--- src/rtl/gain_ctrl_pkg.sv ---
package gain_ctrl_pkg;
    localparam int unsigned WORD_W        = 8;
    localparam int unsigned CNT_W         = $clog2(WORD_W) + 2;
    localparam int unsigned QDB_PER_LSB   = 3;
    localparam int unsigned ATTEN_MAX_QDB = 214;
    localparam int unsigned PROD_W        = WORD_W + 2;

    typedef struct packed {
        logic [WORD_W-1:0] word;
        logic              hold_bit;
        logic [CNT_W-1:0]  nbits;
        logic              sck_prev;
    } shreg_t;

    typedef struct packed {
        logic [WORD_W-1:0] gain;
        logic [WORD_W-1:0] atten;
        logic              gate_prev;
        logic              update;
        logic              eight_ok;
        logic              fwd;
        logic              rev;
    } latch_t;
endpackage

--- src/rtl/gain_sync2.sv ---
module gain_sync2 #(
    parameter int unsigned       W       = 4,
    parameter logic [W-1:0]      RST_VAL = '0
) (
    input  logic         clk,
    input  logic         rst_n,
    input  logic [W-1:0] async_i,
    output logic [W-1:0] sync_o
);
    logic [W-1:0] meta_q, meta_d;
    logic [W-1:0] safe_q, safe_d;

    always_comb begin
        meta_d = async_i;
        safe_d = meta_q;
    end

    always_ff @(posedge clk or negedge rst_n) begin
        if (!rst_n) begin
            meta_q <= RST_VAL;
            safe_q <= RST_VAL;
        end else begin
            meta_q <= meta_d;
            safe_q <= safe_d;
        end
    end

    assign sync_o = safe_q;
endmodule

--- src/rtl/gain_shift_reg.sv ---
module gain_shift_reg
    import gain_ctrl_pkg::*;
(
    input  logic              clk,
    input  logic              rst_n,
    input  logic              sck_s_i,
    input  logic              sdi_s_i,
    input  logic              gate_s_i,
    output logic [WORD_W-1:0] word_o,
    output logic [CNT_W-1:0]  nbits_o
);
    shreg_t st_d, st_q;
    logic   sck_rise, sck_fall;

    always_comb begin
        sck_rise = sck_s_i & ~st_q.sck_prev;
        sck_fall = ~sck_s_i & st_q.sck_prev;
        st_d          = st_q;
        st_d.sck_prev = sck_s_i;
        if (gate_s_i) begin
            st_d.nbits = '0;
        end else begin
            if (sck_rise) st_d.hold_bit = sdi_s_i;
            if (sck_fall) begin
                st_d.word = {st_q.word[WORD_W-2:0], st_q.hold_bit};
                if (st_q.nbits != {CNT_W{1'b1}}) st_d.nbits = st_q.nbits + 1'b1;
            end
        end
    end

    always_ff @(posedge clk or negedge rst_n) begin
        if (!rst_n) st_q <= '0;
        else        st_q <= st_d;
    end

    assign word_o  = st_q.word;
    assign nbits_o = st_q.nbits;


    frozen_word_chk: assert property (@(posedge clk) disable iff (!rst_n)
        gate_s_i |=> $stable(st_q.word));
endmodule

--- src/rtl/gain_latch_map.sv ---
module gain_latch_map
    import gain_ctrl_pkg::*;
(
    input  logic              clk,
    input  logic              rst_n,
    input  logic              gate_s_i,
    input  logic              pwr_s_i,
    input  logic [WORD_W-1:0] word_i,
    input  logic [CNT_W-1:0]  nbits_i,
    output logic [WORD_W-1:0] gain_o,
    output logic [WORD_W-1:0] atten_o,
    output logic              fwd_o,
    output logic              rev_o,
    output logic              update_o,
    output logic              eight_ok_o
);
    latch_t            st_d, st_q;
    logic              commit;
    logic [PROD_W-1:0] prod;

    always_comb begin
        commit = gate_s_i & ~st_q.gate_prev;
        prod   = PROD_W'(word_i) * PROD_W'(QDB_PER_LSB);
        st_d           = st_q;
        st_d.gate_prev = gate_s_i;
        st_d.update    = commit;
        st_d.fwd       = pwr_s_i;
        st_d.rev       = ~pwr_s_i;
        if (commit) begin
            st_d.gain     = word_i;
            st_d.eight_ok = (nbits_i == CNT_W'(WORD_W));
            if (prod > PROD_W'(ATTEN_MAX_QDB)) st_d.atten = WORD_W'(ATTEN_MAX_QDB);
            else                               st_d.atten = prod[WORD_W-1:0];
        end
    end

    always_ff @(posedge clk or negedge rst_n) begin
        if (!rst_n) begin
            st_q           <= '0;
            st_q.gate_prev <= 1'b1;
            st_q.rev       <= 1'b1;
        end else begin
            st_q <= st_d;
        end
    end

    assign gain_o     = st_q.gain;
    assign atten_o    = st_q.atten;
    assign fwd_o      = st_q.fwd;
    assign rev_o      = st_q.rev;
    assign update_o   = st_q.update;
    assign eight_ok_o = st_q.eight_ok;


    gain_hold_chk: assert property (@(posedge clk) disable iff (!rst_n)
        !commit |=> $stable(st_q.gain));

    strobe_width_chk: assert property (@(posedge clk) disable iff (!rst_n)
        st_q.update |=> !st_q.update);

    atten_clamp_chk: assert property (@(posedge clk) disable iff (!rst_n)
        st_q.atten <= WORD_W'(ATTEN_MAX_QDB));

    path_follow_chk: assert property (@(posedge clk) disable iff (!rst_n)
        pwr_s_i |=> (st_q.fwd && !st_q.rev));
endmodule

--- src/rtl/gain_serial_ctrl.sv ---
module gain_serial_ctrl
    import gain_ctrl_pkg::*;
(
    input  logic              clk,
    input  logic              rst_n,
    input  logic              ser_clk_i,
    input  logic              ser_dat_i,
    input  logic              load_gate_i,
    input  logic              pwr_on_i,
    output logic [WORD_W-1:0] gain_code_o,
    output logic [WORD_W-1:0] atten_qdb_o,
    output logic              fwd_en_o,
    output logic              rev_en_o,
    output logic              update_o,
    output logic              eight_bits_o
);
    logic [3:0]        pins_s;
    logic [WORD_W-1:0] word;
    logic [CNT_W-1:0]  nbits;

    gain_sync2 #(.W(4), .RST_VAL(4'b0100)) sync_i (
        .clk    (clk),
        .rst_n  (rst_n),
        .async_i({pwr_on_i, load_gate_i, ser_dat_i, ser_clk_i}),
        .sync_o (pins_s)
    );

    gain_shift_reg shreg_i (
        .clk     (clk),
        .rst_n   (rst_n),
        .sck_s_i (pins_s[0]),
        .sdi_s_i (pins_s[1]),
        .gate_s_i(pins_s[2]),
        .word_o  (word),
        .nbits_o (nbits)
    );

    gain_latch_map latch_i (
        .clk       (clk),
        .rst_n     (rst_n),
        .gate_s_i  (pins_s[2]),
        .pwr_s_i   (pins_s[3]),
        .word_i    (word),
        .nbits_i   (nbits),
        .gain_o    (gain_code_o),
        .atten_o   (atten_qdb_o),
        .fwd_o     (fwd_en_o),
        .rev_o     (rev_en_o),
        .update_o  (update_o),
        .eight_ok_o(eight_bits_o)
    );
endmodule

--- config.mk ---
export PLATFORM = sky130hd
export DESIGN_NAME = gain_serial_ctrl
export DESIGN_NICKNAME = d
export VERILOG_FILES = /design/src/rtl/gain_ctrl_pkg.sv /design/src/rtl/gain_sync2.sv /design/src/rtl/gain_shift_reg.sv /design/src/rtl/gain_latch_map.sv /design/src/rtl/gain_serial_ctrl.sv
export SDC_FILE = /design/constraint.sdc
export NUM_CORES = 1
export LEC_CHECK = 0
export BUFFER_PORTS_ARGS = -buffer_cell sky130_fd_sc_hd__buf_2
export CORE_ASPECT_RATIO = 1.75
export CORE_MARGIN = 10
export CORE_UTILIZATION = 45
export DETAILED_ROUTE_END_ITERATION = 8
export PLACE_DENSITY = 0.63
export SLEW_MARGIN = 20
export SYNTH_ARGS = -nofsm -noshare
export SYNTH_HDL_FRONTEND = slang
export SYNTH_HIERARCHICAL = 1
export SYNTH_SLANG_ARGS = --single-unit
--- constraint.sdc ---
create_clock -name clk -period 2.8 [get_ports clk]
set_input_delay 0.56 -clock clk [delete_from_list [all_inputs] [get_ports clk]]
set_output_delay 0.56 -clock clk [all_outputs]
set_load 0.05 [all_outputs]
== After elaboration in Yosys (flattened, before gate mapping) ==
Index checks and enable logic that the tools add are counted.

* Bits of input ports: 6
* Output and inout port bits: 20
* Logic and storage cells: 35
* Flip-flop bits (word level): 44

* Add/subtract/negate cells: 1
* Order comparisons: 1
* Bitwise logic cells: 8
* Muxes and demuxes: 4
* Equal/unequal tests: 2
* Multipliers: 1
* Reduce and logical (&&, ||, !) cells: 5

{| class="wikitable"
|+ Operators by type and width
! cell !! number
|-
| 2-to-1 mux 5 bit || 3
|-
| > comparator 10 x 8 -> 1 bit, second input constant || 1
|-
| multiplier 8 x 2 -> 10 bit, second input constant || 1
|-
| 2-to-1 mux 8 bit || 1
|-
| AND reduction 2 bit || 3
|-
| adder 5 x 1 -> 5 bit, second input constant || 1
|-
| == test 5 x 4 -> 1 bit, second input constant || 1
|-
| != test 5 bit, second input constant || 1
|-
| NOT 1 bit || 5
|-
| nonzero test 2 bit || 2
|-
| AND 1 bit || 3
|}

== Logic depth before layout (Yosys ltp) ==
Gate-level depths: netlist of run 1.

* Depth in word-level cells: 4
* Depth in mapped cells: 8
* Mapped depth without buffers: 7

== By module ==
The synthesis of run 1 kept the hierarchy.

{| class="wikitable"
|+ By module, submodules not included
! module !! seq. area each (um^2) !! instances !! area each (um^2) !! cells each
|-
| gain_latch_map || 528.0 || 1 || 1,342.5 || 135
|-
| gain_shift_reg || 375.4 || 1 || 754.5 || 58
|-
| gain_sync2 || 202.7 || 1 || 202.7 || 8
|}

== Least setup slack after synthesis of run 1 ==
Ideal clock, no wire load.

* Path kind: reg-to-reg
* From: register shreg_i.st_q, in the netlist shreg_i/word_o[1]
* To: register latch_i.st_q, in the netlist latch_i/atten_o[0]
* Cell stages (with the launch flop): 9
* Setup time: 122 ps
* Period minus slack after synthesis: 2,231 ps
* Path buffers: 1
* Setup slack: 569 ps
* Arrival: 2,109 ps
* Data required time: 2,678 ps
* Path through: dfrtp_1 -> buf_4 -> ha_1 -> fa_1 -> a21o_1 -> a21oi_1 -> xnor2_1 -> o211ai_2 -> a32o_1

* Word-level cells in the longest chain between the ends: 3

{| class="wikitable"
|+ Ends and longest elaborated chain
! item !! RTL line !! source
|-
| from (decl) || gain_shift_reg.sv:12 || <nowiki>shreg_t st_d, st_q;</nowiki>
|-
| from (signal assigned) || gain_shift_reg.sv:33 || <nowiki>else st_q <= st_d;</nowiki>
|-
| multiplier 8 x 2 -> 10 bit || gain_latch_map.sv:23 || <nowiki>prod = PROD_W'(word_i) * PROD_W'(QDB_PER_LSB);</nowiki>
|-
| > comparator 10 x 8 -> 1 bit || gain_latch_map.sv:32 || <nowiki>if (prod > PROD_W'(ATTEN_MAX_QDB)) st_d.atten = WORD_W'(ATTEN_MAX_QDB);</nowiki>
|-
| 2-to-1 mux 8 bit || gain_latch_map.sv:32 ||
|-
| to (signal assigned) || gain_latch_map.sv:43 || <nowiki>st_q <= st_d;</nowiki>
|-
| to (decl) || gain_latch_map.sv:17 || <nowiki>latch_t st_d, st_q;</nowiki>
|}

No other way between the ends.
A chain may end at the register's enable or synchronous reset.

== Worst setup path in the final report of run 1 ==
Ends and elaborated chain as after synthesis.

==> qor.txt, run 1 <==
status -> finished clean
Total GRT Usage -> 10.07%
min-delay worst type -> reg2reg
Synth-to-Final Area Change -> 3.482%
final net count -> 219
htree depth -> 2
WL/cell -> 14.92 um
hpwl dp -> 2816 um
fillers -> 463
CP Data Arrival Time -> 2530 ps
Antenna Nets Post-Route -> 0
Rows -> 34
ANT cells -> 0
worst skew pair latency -> 290 ps
# IOs -> 26
RSZ-0062 raised after global routing -> false
Final Critical Period -> 2338 ps
gpl congestion -> 0.7688
crit path max fanout -> 7
Slew Viols, Final -> 0
Syn Inst Count -> 201
Tcrit/Tclk final -> 83.49%
Crit. End Element -> register
max-cap violations -> 0
Multi-input gate area -> 929.6 sq um
Finish-stage setup viols -> 0
DR vias/cell -> 5.230
Layout Skew -> 5.057 ps
hold buffer count at CTS -> 0
first-pass GRT wire length -> 6727 um
initial core utilization -> 46.20%
Fin Setup TNS -> 0 ps
chip width -> 74.04 um
vias in the first global route -> 1448
first-iteration detailed-routing DRC count -> 65
actual slew at the worst max-slew pin -> 935.8 ps
asr flop ratio synth -> 100.0%
max_slew headroom -> 37.61%
I/O Buffers -> 25
Post-synth EDFFs -> 0
Mapped Avg Cell Area -> 11.44 sq um
Main synth FF type -> dfrtp_1
share of layout cells above drive strength 1 -> 31.68%
pwr/cell area -> 1192 mW/mm^2
share of the synthesized area in the top cell type -> 43.53%
Detailed Route WL -> 3820 um
Finished Layout Cells -> 256
WP data required -> 2990 ps
CTS Buf Count -> 5
Fmax -> 427.8 MHz
largest net degree at the start of global routing -> 45
Vias -> 1339
TritonCTS clock tree -> done
CTS sink count -> 44
clk slew on worst S/H paths -> 80 ps
Critical Setup Path Class -> reg2reg
Peak VDD IR -> 0.7172 mV
Post-Synthesis Cell Area -> 0.002300 sq mm
Hold Fails Final Rpt -> 0
die area -> 0.008483 sq mm
most common cell in the netlist -> dfrtp_1
die height -> 114.6 um
sequential fraction of the synthesis area -> 48.10%
Clock Tree Buf Depth -> 2
Area contributors post-synth -> dfrtp_1 (44%), buf_4 (9.5%), ha_1 (6.0%)
Setup crit start kind -> register
Post-synth top cells -> dfrtp_1 (40), buf_4 (29), nand2_1 (26)
Yosys warning total -> 6
clk root buf -> clkbuf_8
cell taking the most area after synthesis -> dfrtp_1
setup bufs post-CTS -> 0
TritonRoute pass-1 iters -> 4
Yosys reg bits -> 44
Net Count, Synth -> 219
number of antenna violations at the first check in global routing -> 0
placed insts -> 248
GRT Residual Overflow -> 0
Static Leak -> 1.119 nW
CORE AREA -> 0.004977 sq mm
Yosys cell types -> 48
DRC viols -> 0
register area -> 0.001106 sq mm
Resized Gates After CTS -> 0
[state kept, by name (all words and copies together) (netlist names)]
name	flops
latch_i/rev_o	1
sync_i/sync_o	4
latch_i/st_q	1
latch_i/eight_ok_o	1
sync_i/meta_q	4
latch_i/fwd_o	1
shreg_i/st_q	2
latch_i/atten_o	8
latch_i/gain_o	8
latch_i/update_o	1
shreg_i/nbits_o	5
shreg_i/word_o	8
[placed cells by master, fill, tap and decap left out, types with 2 or more instances in the layout]
master and count:
or2_1 2, a21oi_1 2, inv_1 5, o211ai_2 2
nor2_1 13, ha_1 11, mux2i_1 2, mux2_2 9
o32a_1 2, xnor2_1 3, nand2b_1 4, o21ai_1 2
buf_2 25, nor3b_4 2, nand3_1 2, dfrtp_1 40
a32o_1 3, nor3_1 3, nand2_1 26, clkbuf_8 6
nor3_4 2, a31oi_1 4, a21oi_2 2, dfstp_2 4
o21ai_0 2
[stage by stage]
| step | hold slack (ps) | setup slack, ps | util [%] | power [mW] | instance area [sq um] |
|---|---|---|---|---|---|
| 2_1_floorplan | 264.4 | 569.3 | - | 2.272 | 2300 |
| 3_3_place_gp | 332.7 | 506.0 | 45.37 | 2.326 | 2258 |
| 3_5_place_dp | 334.7 | 467.3 | 45.37 | 2.348 | 2258 |
| 4_1_cts | 348.3 | 450.4 | 47.81 | 2.876 | 2380 |
| 5_1_grt | 343.3 | 298.1 | 47.81 | 3.051 | 2380 |
| 6_report | 352.3 | 462.4 | 47.81 | 2.837 | 2380 |
[power by group]
part	leakage (nW)	switching [mW]	internal [mW]	total [mW]
combinational	0.515	0.928	0.484	1.41
clock	0.0614	0.217	0.292	0.508
sequential	0.543	0.124	0.792	0.915
[final cells by class]
class	instances	area share [%]
well taps	54	2.839
multi-input cells	118	39.06
clock inverters	2	1.630
flip-flops and latches	44	46.48
inverters	6	0.9464
repair buffers	26	5.573
clock buffers	6	3.470
[kinds of logic after synthesis]
family,after synthesis,synth area share (%)
AOI/OAI and AO/OA,29,11.37
adders and majority gates,12,6.855
DFF,44,48.10
muxes,12,5.767
buffers and inverters,39,11.48
xor gates and xnor gates,5,2.231
and+or+nand+nor,60,14.20
[path summary, 6_finish.rpt]
check	from	end	slack, ps	cells past startpoint
worst min register to register	sync_i/meta_q[1]$_DFF_PN0_	sync_i/sync_o[1]$_DFF_PN0_	350	0
min in group asynchronous	rst_n	sync_i/meta_q[3]$_DFF_PN0_	410	1
worst max-delay path	shreg_i/word_o[1]$_DFFE_PN0P_	latch_i/atten_o[0]$_DFFE_PN0P_	460	7
max in group asynchronous	rst_n	latch_i/fwd_o$_DFF_PN0_	1820	1
worst min-delay path	sync_i/meta_q[1]$_DFF_PN0_	sync_i/sync_o[1]$_DFF_PN0_	350	0
worst max register to register	shreg_i/word_o[1]$_DFFE_PN0P_	latch_i/atten_o[0]$_DFFE_PN0P_	460	7
[worst max-delay path, stage by stage (launching register included)]
cell and delay, ps:
dfrtp_1 470, ha_1 270, fa_1 450, a21o_1 220, a21oi_1 170, xnor2_1 190, o211ai_2 180, a32o_1 280
[routing by layer]
| layer | up-vias | global-route usage, % | share of wire [%] |
|---|---|---|---|
| met2 | 21 | 19.06 | 60 |
| met4 | 0 | 4.744 | 1.4 |
| met3 | 4 | 2.604 | 4.7 |
| met1 | 649 | 9.365 | 34 |
| li1 | 665 | - | - |
| met5 | - | 0 | 0 |
Note: power is estimated with default switching activity, not from simulation.
==> run 2, diff against run 1 <==
- PLACE_DENSITY: 0.63 -> 0.65
- clock period: 2.8 -> 2.06 ns (I/O delays scaled with it)
==> run 2 against run 1 <==
  * The flow now finishes with violations (setup timing)
  * Flip-flop and latch count stayed put
  * Highest routed layer unchanged
  * Count of clock-buffer cells in the layout shrank 1
  * Sequential power grew 34%
  * Worst hold slack lost 180 ps
  * Critical path depth unchanged
  * Via count grew 4.8%
  * Combinational power rose by 62%
  * Sequential share of layout area is 3.5 points lower
  * Critical endpoint is now latch_i/atten_o[7]$_DFFE_PN0P_
  * Die area unchanged
==> qor.txt, run 2 (same netlist as run 1, synthesis figures left out) <==
htree depth -> 2
vias in the first global route -> 1498
TritonCTS clock tree -> done
pwr/cell area -> 1624 mW/mm^2
Static Leak -> 1.194 nW
# IOs -> 26
initial core utilization -> 46.20%
Vias -> 1403
Finish-stage setup viols -> 2
FF-to-FF setup slack -> -40 ps
Critical Setup Path Class -> reg2reg
Peak VDD IR -> 0.9577 mV
hpwl dp -> 3045 um
crit path max fanout -> 4
sequential share of power -> 29.3%
Tcrit/Tclk final -> 102.2%
Max stage delay on crit path -> 450 ps
Finished Layout Cells -> 273
failing checks -> setup timing
CTS sink count -> 44
Critical Path, Cell by Cell -> ha_4 > fa_2 > a21o_1 > nand3_2 > a31oi_4 > or2_1 > o32a_1
critical path's slowest cell -> dfrtp_2
number of antenna violations at the first check in global routing -> 0
die height -> 114.6 um
final net count -> 236
status -> complete, but fails checks
clock network power share -> 16.3%
Crit. End Element -> register
hold buffer count at CTS -> 0
largest net degree at the start of global routing -> 45
Antenna Nets Post-Route -> 0
Detailed Route WL -> 4093 um
DR vias/cell -> 5.139
most frequent cells in the layout -> dfrtp_1 (39), nand2_1 (26), buf_2 (25)
actual slew at the worst max-slew pin -> 547.7 ps
Synth-to-Final Area Change -> 12.13%
Slew Viols, Final -> 0
Setup crit start kind -> register
max_slew headroom -> 63.49%
chip width -> 74.04 um
GRT Residual Overflow -> 0
first-iteration detailed-routing DRC count -> 30
die area -> 0.008483 sq mm
CTS Buf Count -> 5
switching share of power -> 44.13%
min-delay worst type -> in2async
Rows -> 34
clk slew on worst S/H paths -> 90 ps
I/O Buffers -> 25
ANT cells -> 0
most common cell after layout, fill and taps aside -> dfrtp_1
first-pass GRT wire length -> 7024 um
DRC viols -> 0
cell internal pwr -> 2.339 mW
gpl congestion -> 0.8033
share of layout cells above drive strength 1 -> 41.55%
Fin Setup TNS -> -47.50 ps
CP Data Arrival Time -> 2300 ps
WP data required -> 2260 ps
combinational power share -> 54.4%
placed insts -> 265
CORE AREA -> 0.004977 sq mm
worst setup margin -> -44.65 ps
Total GRT Usage -> 10.57%
Net Switching -> 1.848 mW
RSZ-0062 raised after global routing -> true
Layout Skew -> 7.168 ps
worst skew pair latency -> 300 ps
Fmax -> 475.1 MHz
Hold Fails Final Rpt -> 0
max-cap violations -> 0
WL/cell -> 14.99 um
clk root buf -> clkbuf_8
TritonRoute pass-1 iters -> 5
Final Critical Period -> 2105 ps
Clock Tree Buf Depth -> 2
Final Core Density -> 51.81%
==> run 2: cell count changes in the layout (fill, tap and decap cells not counted), sizes merged <==
| cell | before | now |
|---|---|---|
| clkinv | 1 | 0 |
| clkinvlp | 0 | 1 |
| clkbuf | 6 | 5 |
| inv | 6 | 7 |
| buf | 26 | 43 |
==> run 2: power by group through the flow <==
stage	combinational, mW	clock (mW)	sequential, mW
after floorplan	1.95	0	1.20
after global placement	2.21	0	1.23
after detailed placement	2.24	0	1.24
after CTS	2.26	0.714	1.23
after global routing	2.48	0.743	1.27
final	2.28	0.684	1.23
==> run 2: path summary, 6_finish.rpt <==
path / depth (start not counted) / to / from
max in group asynchronous: 2 / shreg_i/word_o[1]$_DFFE_PN0P_ / rst_n
max reg2reg: 7 / latch_i/atten_o[7]$_DFFE_PN0P_ / shreg_i/word_o[1]$_DFFE_PN0P_
min: 2 / latch_i/atten_o[5]$_DFFE_PN0P_ / rst_n
min reg2reg: 0 / sync_i/sync_o[1]$_DFF_PN0_ / sync_i/meta_q[1]$_DFF_PN0_
max: 7 / latch_i/atten_o[7]$_DFFE_PN0P_ / shreg_i/word_o[1]$_DFFE_PN0P_
min in group clk: 1 / sync_i/meta_q[2]$_DFF_PN1_ / load_gate_i
==> run 2: stage by stage <==
step           hold slack (ps)  power (mW)  cell area [sq um]  setup WS [ps]
2_1_floorplan            116.4       3.152               2340         -16.39
3_3_place_gp             332.3       3.447               2419         -10.95
3_5_place_dp             341.0       3.484               2419         -63.24
4_1_cts                  188.1       4.205               2544         -62.98
5_1_grt                  187.0       4.490               2579         -92.62
6_report                 172.3       4.188               2579         -44.65
==> run 2: critical path: cells and delay by family (launching register included) <==
| kind | cells | cell delay (ps) |
|---|---|---|
| AO/OA/AOI/OAI | 3 | 640 |
| adder cells (fa/ha/maj) | 2 | 550 |
| flip-flops | 1 | 450 |
| AND/OR/NAND/NOR | 2 | 350 |
==> run 2: layout make-up <==
cell class	instances	area, sq um
Fill cell	450	2399
Timing Repair Buffer	43	267.8
Clock inverter	3	46.29
Tap cell	54	67.56
Clock buffer	5	68.82
Inverter	6	22.52
Sequential cell	44	1107
Multi-Input combinational cell	118	998.5
==> run 2: per-layer routing <==
metal	share of wire, %	track usage, %	vias up
met5	0	0	-
met4	1.8	4.994	0
met3	4.6	2.778	6
met2	57	20.15	25
met1	36	9.657	672
li1	-	-	700
==> run 2: repair_timing <==
item | in CTS | in global routing
pin swaps | 9 | 13
setup endpoints to repair | 8 | 8
setup buffers | 0 | 0
resized for setup | 3 | 7
==> run 3, diff against run 2 <==
- BUFFER_PORTS_ARGS: -buffer_cell sky130_fd_sc_hd__buf_2 -> unset
- DONT_BUFFER_PORTS: unset -> 1
- PLACE_DENSITY: 0.65 -> 0.61
- SLEW_MARGIN: 20 -> 25
==> run 3 against run 2 <==
  * Final area shrank 3.5%
  * Clock power shrank 24%
  * The flow now finishes without violations
  * Clock skew grew 5.3 ps
  * Largest power group unchanged
  * Sequential power grew 41%
  * First-iteration DRC count grew 87%
  * Die area is the same
  * Maximum frequency grew 2.5%
  * Register-to-register slack gained 50 ps
  * Count of clock-buffer cells in the layout grew 1
  * Global-route usage shrank 0.25 points
  * Final cell count shrank 8.4%
  * Non-clock buffer count shrank 23
==> qor.txt, run 3 (same netlist as run 1, synthesis figures left out) <==
cell internal pwr -> 2.187 mW
Synth-to-Final Area Change -> 8.216%
TritonRoute pass-1 iters -> 4
actual slew at the worst max-slew pin -> 495.9 ps
max-cap violations -> 0
most common cell after layout, fill and taps aside -> dfrtp_1
busiest grt layer -> met2
Fmax -> 486.8 MHz
sequential share of power -> 42.6%
status -> finished clean
max_slew headroom -> 66.94%
Crit. End Element -> register
Multi-input gate area -> 0.001026 sq mm
crit path max fanout -> 4
Hold Fails Final Rpt -> 0
gpl congestion -> 0.7730
Design Area, Final -> 0.002489 sq mm
placed cell area -> 0.002278 sq mm
GRT Residual Overflow -> 0
Finish-stage setup viols -> 0
Total GRT Usage -> 10.32%
vias in the first global route -> 1437
Detailed Route WL -> 4141 um
fillers -> 455
Final Core Density -> 50.00%
CP Data Arrival Time -> 2230 ps
Rows -> 34
Peak VDD IR -> 1.261 mV
register area -> 0.001107 sq mm
Tcrit/Tclk final -> 99.72%
WP data required -> 2230 ps
die height -> 114.6 um
CTS Buf Count -> 5
RSZ-0062 raised after global routing -> true
placed insts -> 238
ANT cells -> 0
Net Switching -> 1.869 mW
Layout Skew -> 12.50 ps
clock network power share -> 12.8%
Clock Tree Buf Depth -> 2
die area -> 0.008483 sq mm
Fin Hold WS -> 115.6 ps
Max stage delay on crit path -> 450 ps
combinational power share -> 44.6%
DR vias/cell -> 5.424
WL/cell -> 16.56 um
Critical Path, Cell by Cell -> ha_4 > fa_2 > a21o_1 > nand3_2 > a31oi_4 > or2_1 > o32a_1
Static Leak -> 1.094 nW
Slew Viols, Final -> 0
Finished Layout Cells -> 250
worst skew pair latency -> 300 ps
pwr/cell area -> 1630 mW/mm^2
htree depth -> 2
Setup crit start kind -> register
most frequent cells in the layout -> dfrtp_1 (39), nand2_1 (26), buf_4 (16)
TritonCTS clock tree -> done
dpl ws -> -27.65 ps
clk slew on worst S/H paths -> 90 ps
GR Layer Usage met1 -> 10.12%
number of antenna violations at the first check in global routing -> 0
min-delay worst type -> in2reg
GRT met3 Usage -> 2.257%
DRC viols -> 0
clk root buf -> clkbuf_8
# IOs -> 26
Final Critical Period -> 2054 ps
initial core utilization -> 46.20%
critical path's slowest cell -> dfrtp_2
Vias -> 1356
met2 Resource Use GR -> 19.41%
worst setup margin -> 5.806 ps
first-iteration detailed-routing DRC count -> 56
Antenna Nets Post-Route -> 0
share of layout cells above drive strength 1 -> 34.69%
cell count of the worst reg-to-reg path -> 7
I/O Buffers -> 0
Critical Setup Path Class -> reg2reg
hpwl dp -> 3114 um
hold-critical path depth -> 0
chip width -> 74.04 um
CTS sink count -> 44
CORE AREA -> 0.004977 sq mm
largest net degree at the start of global routing -> 45
first-pass GRT wire length -> 6941 um
final net count -> 213
switching share of power -> 46.08%
run 3: timing repair:
item	in CTS	in global routing
hold buffers	2	0
pin swaps	11	8
endpoints found under the setup margin	6	8
gates resized for setup	4	9
setup buffers	0	2
cloned	0	0
endpoints found under the hold margin	44	0
run 3: power by group through the flow:
stage	clock network, mW	logic (mW)	registers [mW]
4_1_cts	0.547	1.67	1.74
5_1_grt	0.583	1.98	1.77
3_5_place_dp	0	1.59	1.75
2_1_floorplan	0	1.95	1.20
3_3_place_gp	0	1.55	1.74
6_report	0.520	1.81	1.73
run 3: area by class of cell:
type                       instances  share of cell area (%)
sequential                        44                   44.49
multi-input combinational        118                   41.23
timing repair buffer              20                   7.240
clock buffer                       6                   2.916
tap                               54                   2.715
inverter                           6                  0.9050
clock inverter                     2                  0.5028
run 3: layer usage:
metal  wire length [um]  vias to the layer above
li1                   -                      647
met1               1426                      689
met2               2521                       16
met3                150                        4
met4                 42                        0
met5                  0                        -
run 3: worst paths after layout:
| path | from | endpoint | slack, ps |
|---|---|---|---|
| worst min-delay path | load_gate_i | sync_i/meta_q[2]$_DFF_PN1_ | 120 |
| worst min register to register | sync_i/meta_q[0]$_DFF_PN0_ | sync_i/sync_o[0]$_DFF_PN0_ | 350 |
| max in group asynchronous | rst_n | latch_i/st_q[4]$_DFF_PN1_ | 1180 |
| min in group asynchronous | rst_n | latch_i/atten_o[3]$_DFFE_PN0P_ | 600 |
| worst max register to register | shreg_i/word_o[1]$_DFFE_PN0P_ | latch_i/atten_o[7]$_DFFE_PN0P_ | 6 |
| worst max-delay path | shreg_i/word_o[1]$_DFFE_PN0P_ | latch_i/atten_o[7]$_DFFE_PN0P_ | 6 |
run 3: worst max-delay path: cells and delay by family (launching register included):
family / cells / cell delay [ps]
compound gates: 3 / 580
fa+ha+maj: 2 / 550
flops: 1 / 450
simple gates: 2 / 340
run 3: metrics by stage:
| stage | total power, mW | setup TNS, ps |
|---|---|---|
| 6_report | 4.056 | 0 |
| 5_1_grt | 4.333 | -449.3 |
| 4_1_cts | 3.950 | 0 |
| 3_5_place_dp | 3.339 | -86.76 |
| 3_3_place_gp | 3.289 | 0 |
| 2_1_floorplan | 3.152 | -32.78 |
